$ cat config.mk
export PLATFORM = sky130hd
export DESIGN_NAME = addr_range_dec
export DESIGN_NICKNAME = d
export VERILOG_FILES = /design/src/rtl/adr_dec_pkg.sv /design/src/rtl/adr_win_table.sv /design/src/rtl/adr_win_match.sv /design/src/rtl/adr_prio_pick.sv /design/src/rtl/addr_range_dec.sv
export SDC_FILE = /design/constraint.sdc
export NUM_CORES = 2
export LEC_CHECK = 0
export BUFFER_PORTS_ARGS = -buffer_cell sky130_fd_sc_hd__buf_2
export CAP_MARGIN = 20
export CORE_MARGIN = 5
export CORE_UTILIZATION = 25
export DETAILED_ROUTE_END_ITERATION = 7
export SLEW_MARGIN = 10
export SYNTH_ARGS = -nofsm -noshare
export SYNTH_HDL_FRONTEND = slang
export SYNTH_SLANG_ARGS = --single-unit
$ cat constraint.sdc
create_clock -name clk_i -period 13.25 [get_ports clk_i]
set_input_delay 2.65 -clock clk_i [delete_from_list [all_inputs] [get_ports clk_i]]
set_output_delay 2.65 -clock clk_i [all_outputs]
set_load 0.005 [all_outputs]
$ cat src/rtl/adr_dec_pkg.sv
package adr_dec_pkg;
  typedef enum logic [1:0] {
    RSP_IDLE = 2'd0,
    RSP_HIT  = 2'd1,
    RSP_MISS = 2'd2
  } rsp_kind_e;
endpackage

$ cat src/rtl/adr_win_table.sv
module adr_win_table #(
  parameter int N_WIN = 8,
  parameter int AW    = 32,
  parameter int TW    = 4,
  localparam int CW   = $clog2(N_WIN + 1)
) (
  input  logic                     clk_i,
  input  logic                     rst_ni,
  input  logic                     we_i,
  input  logic [AW-1:0]            start_i,
  input  logic [AW-1:0]            end_i,
  input  logic [TW-1:0]            tgt_i,
  output logic [N_WIN-1:0][AW-1:0] start_o,
  output logic [N_WIN-1:0][AW-1:0] end_o,
  output logic [N_WIN-1:0][TW-1:0] tgt_o,
  output logic [N_WIN-1:0]         vld_o,
  output logic [CW-1:0]            count_o,
  output logic                     rej_o
);
  logic [CW-1:0] count_q;
  logic          full, legal, accept;

  assign full   = (count_q == CW'(N_WIN));
  assign legal  = (end_i >= start_i);
  assign accept = we_i && legal && !full;

  always_ff @(posedge clk_i or negedge rst_ni) begin
    if (!rst_ni) begin
      count_q <= '0;
      rej_o   <= 1'b0;
    end else begin
      rej_o <= we_i && !accept;
      if (accept) count_q <= count_q + CW'(1);
    end
  end

  for (genvar i = 0; i < N_WIN; i++) begin : g_ent
    always_ff @(posedge clk_i or negedge rst_ni) begin
      if (!rst_ni) begin
        start_o[i] <= '0;
        end_o[i]   <= '0;
        tgt_o[i]   <= '0;
      end else if (accept && count_q == CW'(i)) begin
        start_o[i] <= start_i;
        end_o[i]   <= end_i;
        tgt_o[i]   <= tgt_i;
      end
    end
    assign vld_o[i] = (count_q > CW'(i));
  end

  assign count_o = count_q;
endmodule

$ cat src/rtl/adr_win_match.sv
module adr_win_match #(
  parameter int N_WIN = 8,
  parameter int AW    = 32,
  parameter int SW    = 4
) (
  input  logic [N_WIN-1:0][AW-1:0] start_i,
  input  logic [N_WIN-1:0][AW-1:0] end_i,
  input  logic [N_WIN-1:0]         vld_i,
  input  logic [AW-1:0]            addr_i,
  input  logic [SW-1:0]            size_i,
  output logic [N_WIN-1:0]         hit_o
);
  logic [AW:0]   last_ext;
  logic [AW-1:0] last;
  logic          ok;

  // Last byte of the access, one extra bit to catch a wrap.
  assign last_ext = {1'b0, addr_i} + (AW+1)'(size_i) - (AW+1)'(1);
  assign last     = last_ext[AW-1:0];
  assign ok       = (size_i != '0) && !last_ext[AW];

  for (genvar i = 0; i < N_WIN; i++) begin : g_cmp
    assign hit_o[i] = ok && vld_i[i] && (addr_i >= start_i[i]) && (last <= end_i[i]);
  end
endmodule

$ cat src/rtl/adr_prio_pick.sv
module adr_prio_pick #(
  parameter int N_WIN = 8,
  localparam int IW   = (N_WIN > 1) ? $clog2(N_WIN) : 1
) (
  input  logic [N_WIN-1:0] hit_i,
  output logic             any_o,
  output logic [IW-1:0]    sel_o
);
  // Highest index wins: newest window overrides older ones.
  always_comb begin
    sel_o = '0;
    for (int i = 0; i < N_WIN; i++) begin
      if (hit_i[i]) sel_o = IW'(i);
    end
  end
  assign any_o = |hit_i;
endmodule

$ cat src/rtl/addr_range_dec.sv
module addr_range_dec
  import adr_dec_pkg::*;
#(
  parameter int N_WIN = 8,
  parameter int AW    = 32,
  parameter int SW    = 4,
  parameter int TW    = 4,
  localparam int IW   = (N_WIN > 1) ? $clog2(N_WIN) : 1,
  localparam int CW   = $clog2(N_WIN + 1)
) (
  input  logic          clk_i,
  input  logic          rst_ni,
  input  logic          cfg_we_i,
  input  logic [AW-1:0] cfg_start_i,
  input  logic [AW-1:0] cfg_end_i,
  input  logic [TW-1:0] cfg_tgt_i,
  output logic          cfg_rej_o,
  input  logic          req_valid_i,
  input  logic          req_we_i,
  input  logic [AW-1:0] req_addr_i,
  input  logic [SW-1:0] req_size_i,
  output logic          rsp_valid_o,
  output logic          rsp_we_o,
  output logic          rsp_hit_o,
  output logic          rsp_err_o,
  output logic [IW-1:0] rsp_idx_o,
  output logic [TW-1:0] rsp_tgt_o,
  output logic [AW-1:0] rsp_offset_o
);
  logic [N_WIN-1:0][AW-1:0] win_start, win_end;
  logic [N_WIN-1:0][TW-1:0] win_tgt;
  logic [N_WIN-1:0]         win_vld, win_hit;
  logic [CW-1:0]            cfg_count;
  logic                     any_hit;
  logic [IW-1:0]            sel;
  rsp_kind_e                kind_d, kind_q;

  adr_win_table #(.N_WIN(N_WIN), .AW(AW), .TW(TW)) u_table (
    .clk_i(clk_i), .rst_ni(rst_ni),
    .we_i(cfg_we_i), .start_i(cfg_start_i), .end_i(cfg_end_i), .tgt_i(cfg_tgt_i),
    .start_o(win_start), .end_o(win_end), .tgt_o(win_tgt), .vld_o(win_vld),
    .count_o(cfg_count), .rej_o(cfg_rej_o)
  );

  adr_win_match #(.N_WIN(N_WIN), .AW(AW), .SW(SW)) u_match (
    .start_i(win_start), .end_i(win_end), .vld_i(win_vld),
    .addr_i(req_addr_i), .size_i(req_size_i), .hit_o(win_hit)
  );

  adr_prio_pick #(.N_WIN(N_WIN)) u_pick (
    .hit_i(win_hit), .any_o(any_hit), .sel_o(sel)
  );

  always_comb begin
    if (!req_valid_i) kind_d = RSP_IDLE;
    else if (any_hit) kind_d = RSP_HIT;
    else              kind_d = RSP_MISS;
  end

  always_ff @(posedge clk_i or negedge rst_ni) begin
    if (!rst_ni) begin
      kind_q       <= RSP_IDLE;
      rsp_we_o     <= 1'b0;
      rsp_idx_o    <= '0;
      rsp_tgt_o    <= '0;
      rsp_offset_o <= '0;
    end else begin
      kind_q   <= kind_d;
      rsp_we_o <= req_valid_i && req_we_i;
      if (kind_d == RSP_HIT) begin
        rsp_idx_o    <= sel;
        rsp_tgt_o    <= win_tgt[sel];
        rsp_offset_o <= req_addr_i - win_start[sel];
      end else begin
        rsp_idx_o    <= '0;
        rsp_tgt_o    <= '0;
        rsp_offset_o <= '0;
      end
    end
  end

  assign rsp_valid_o = (kind_q != RSP_IDLE);
  assign rsp_hit_o   = (kind_q == RSP_HIT);
  assign rsp_err_o   = (kind_q == RSP_MISS);
endmodule

==> impl_results.md <==
* Final #Nets at 4933
* Minimum clock period at 12350 ps
* Drt pass-1 iters at 7
* DRC errors left at 0
* CP Capture Type: flip-flop
* Final worst setup slack at 896 ps
* Final Setup Violations at 0
* Yosys Warn Count at 0
* Min-delay src: u_table.end_o[85]
* Slew Limit Headroom at 0.259
* R2r startpoint: u_table.start_o[45]
* I/O pin count at 153
* Layout Skew at 23.4 ps
* CTS tree: built
* Maxcap violations at 0
* Vias in the first global route at 31400
* Syn Area/Cell at 10.2 um2
* Fraction of registers with async set/reset at 1.00
* CP max FO at 55
* Hold Crit Depth at 1
* Total grt overflow at 0
* First-pass GRT wire length at 197000 um
* Pre-CTS setup slack at 319 ps
* Synth Register Bits at 591
* Clock Sink Count at 591
* Sequential area share after synthesis at 0.366
* Total CTS buffers at 72
* I/O Buffers at 152
* PostCTS Resize Cnt at 0
* Peak VDD IR at 0.196 mV
* Worst Tran Pin Value at 1110 ps
* P&R area growth vs syn at 15.6%
* Pins Over Slew Limit at 0
* Post-Synthesis Cells at 3977
* Share of the synthesized area in the top cell type at 0.366
* Die height at 412 um
* Maximum clock rate at 80.9 MHz
* Crit Path Category: in2reg
* Status: finished, final reports clean
* Placeable Area at 0.161 mm2
* Routability cong. at 0.889
* Routed wire length per instance at 20.5 um
* Crit share post-route at 0.932
* P per Cell Area at 227 mW/mm2
* WHS Endpoint: u_table.end_o[85]
* RR Endpoint: rsp_offset_o[31]
* Worst reg-to-reg setup slack at 5310 ps
* Clk Latency, worst-skew pair at 650 ps
* R2R cell count at 29
* Worst-case clock buffer depth at 3
* Startpoint types: primary input
* Vias at 31100
* Initial core utilization at 0.251
* Root Buffer: clkbuf_16
* Antenna-violating nets left at 0
* DIE AREA at 0.170 mm2
* Sum of negative setup slack at 0 ps
* Initial antenna violation count at 26
* Routed wire length at 132000 um
* Post-synth EDFFs at 0
* Hold Crit Class: reg2reg
* CP required at 13760 ps
* Synth cell types at 85
* DP Wirelength at 100000 um
* Iteration-0 DRC Markers at 2167
* Cts hold-fix bufs at 0
* CP startpoint: req_addr_i[1]
* Clock Pin Slew Worst Setup and Hold Paths at 60 ps
* P_leak at 25.0 nW
* Via density at 4.84
* Largest net degree at the start of global routing at 153
* Post-CTS setup buffer count at 0
* Synth area leader: dfrtp_1
* Top_reg_cell synth: dfrtp_1
* Unrepaired setup endpoints after global routing: no
* Cell Area, Synth at 0.0404 mm2
* H-tree levels at 3
* Final hold violation count at 0
* Layout cells sized above 1 at 0.165
* Die Wd at 412 um
* Ranking of synthesized cells by area: dfrtp_1 (37%), ha_1 (19%), mux2_2 (8.4%)
* CP arrival at 12860 ps
* Row count at 147
* CP max stage cell: a211oi_1
* GRT Util Overall at 0.152
* Net Count, Synth at 4703
* Slowest stage delay, CP at 490 ps
[cell usage after synthesis (all sizes together), types with 11 or more instances]
master	n
nor4	17
a221oi	13
mux2	306
a21o	130
a21oi	253
o21a	27
ha	615
clkinv	32
nand2b	19
inv	580
buf	81
nand3	50
xor2	16
xnor2	32
a22oi	29
and3	11
mux2i	312
o211ai	26
nor3	37
clkbuf	18
dfrtp	591
nand4	107
a31oi	12
nor2b	26
a211oi	46
nor2	159
o21ai	168
nand2	122
[cell families (layout without fill, tap and decap cells)]
logic type	after synthesis	in the layout	synth area share
flip-flops	591	591	0.366
XOR/XNOR	48	48	0.0104
AND/OR/NAND/NOR	590	590	0.0728
buffers and inverters	711	999	0.0695
AO/OA/AOI/OAI	802	802	0.128
other	0	8	0
adder cells (fa/ha/maj)	617	617	0.191
multiplexers	618	618	0.162
[layer usage]
metal  share of wire  track usage  vias up  routed length (um)
met3           0.058       0.0271      203                7620
met4           0.027       0.0385       10                3520
met5         0.00053            0        -                  70
li1                -            -    14600                   -
met2            0.44        0.243      816               58500
met1            0.47        0.211    15500               62000
[how the worst max path moves through the flow]
stage                             to  slack (ps)  depth (start not counted)
floorplan           rsp_offset_o[30]        1310                         46
global placement    rsp_offset_o[30]         320                         45
detailed placement  rsp_offset_o[30]         320                         45
CTS                 rsp_offset_o[30]         930                         45
global route        rsp_offset_o[30]          80                         45
finish              rsp_offset_o[31]         900                         49
[state kept, by name, summed over array words and instances, names as in the netlist, 2 cells and up]
| register | count |
|---|---|
| u_table.tgt_o | 32 |
| rsp_idx_o | 3 |
| rsp_tgt_o | 4 |
| u_table.end_o | 256 |
| u_table.count_o | 4 |
| u_table.start_o | 256 |
| rsp_offset_o | 32 |
| kind_q | 2 |
[area by class of cell]
cell class                      instances  area, um2
Multi-Input combinational cell       2675      22900
Tap cell                             2160       2700
Clock buffer                          109       2100
Inverter                              612       2300
Timing Repair Buffer                  255       1610
Fill cell                           16800     114000
Clock inverter                         23        294
Sequential cell                       591      14800
Antenna cell                            8       20.0
[worst max-delay path: cells and delay by family]
family,cells,cell delay [ps]
AO/OA/AOI/OAI,25,5910
XOR/XNOR,1,320
buffers and inverters,8,1210
adder cells (fa/ha/maj),5,1390
AND/OR/NAND/NOR,9,1140
multiplexers,1,220
[placed cells by master, fill, tap and decap left out, types with 8 or more instances in the layout]
cell type,Yosys,layout
a2111oi_0,8,8
a211o_1,9,9
a211oi_1,41,41
a21o_1,130,130
a21oi_1,251,251
a221oi_1,13,13
a22oi_1,29,29
a31oi_1,12,10
and3_1,11,11
buf_2,65,151
buf_4,14,98
clkbuf_1,18,22
clkbuf_16,0,73
clkbuf_8,0,14
clkinv_1,32,32
clkinv_2,0,10
dfrtp_1,591,591
diode_2,0,8
ha_1,615,615
inv_1,579,579
mux2_2,303,303
mux2i_1,312,312
nand2_1,121,121
nand2b_1,19,19
nand3_1,50,47
nand4_1,107,107
nor2_1,158,157
nor2b_1,26,26
nor3_1,37,36
nor4_1,17,17
o211ai_1,26,26
o21a_1,27,27
o21ai_0,155,155
o21ai_1,13,13
o22ai_1,9,9
or3_1,8,8
xnor2_1,32,32
xor2_1,16,16
[power by group]
| group | internal, mW | switching (mW) | leakage (nW) | total, mW |
|---|---|---|---|---|
| Sequential | 2.57 | 0.384 | 7.00 | 2.96 |
| Clock | 1.20 | 0.841 | 1.17 | 2.04 |
| Combinational | 2.40 | 3.20 | 16.8 | 5.60 |
| Total | 6.18 | 4.42 | 25.0 | 10.6 |
[per-stage QoR]
step	cell area (um2)	total power, mW	util	instances	hold slack [ps]
after floorplan	40400	6.83	-	3977	464
after global placement	44300	8.34	0.275	6291	475
after detailed placement	44300	8.51	0.276	6292	482
after CTS	46700	10.6	0.290	6424	495
after global routing	46700	11.5	0.291	6427	508
final	46700	10.6	0.291	6433	495
Note: power is estimated with default switching activity, not from simulation.
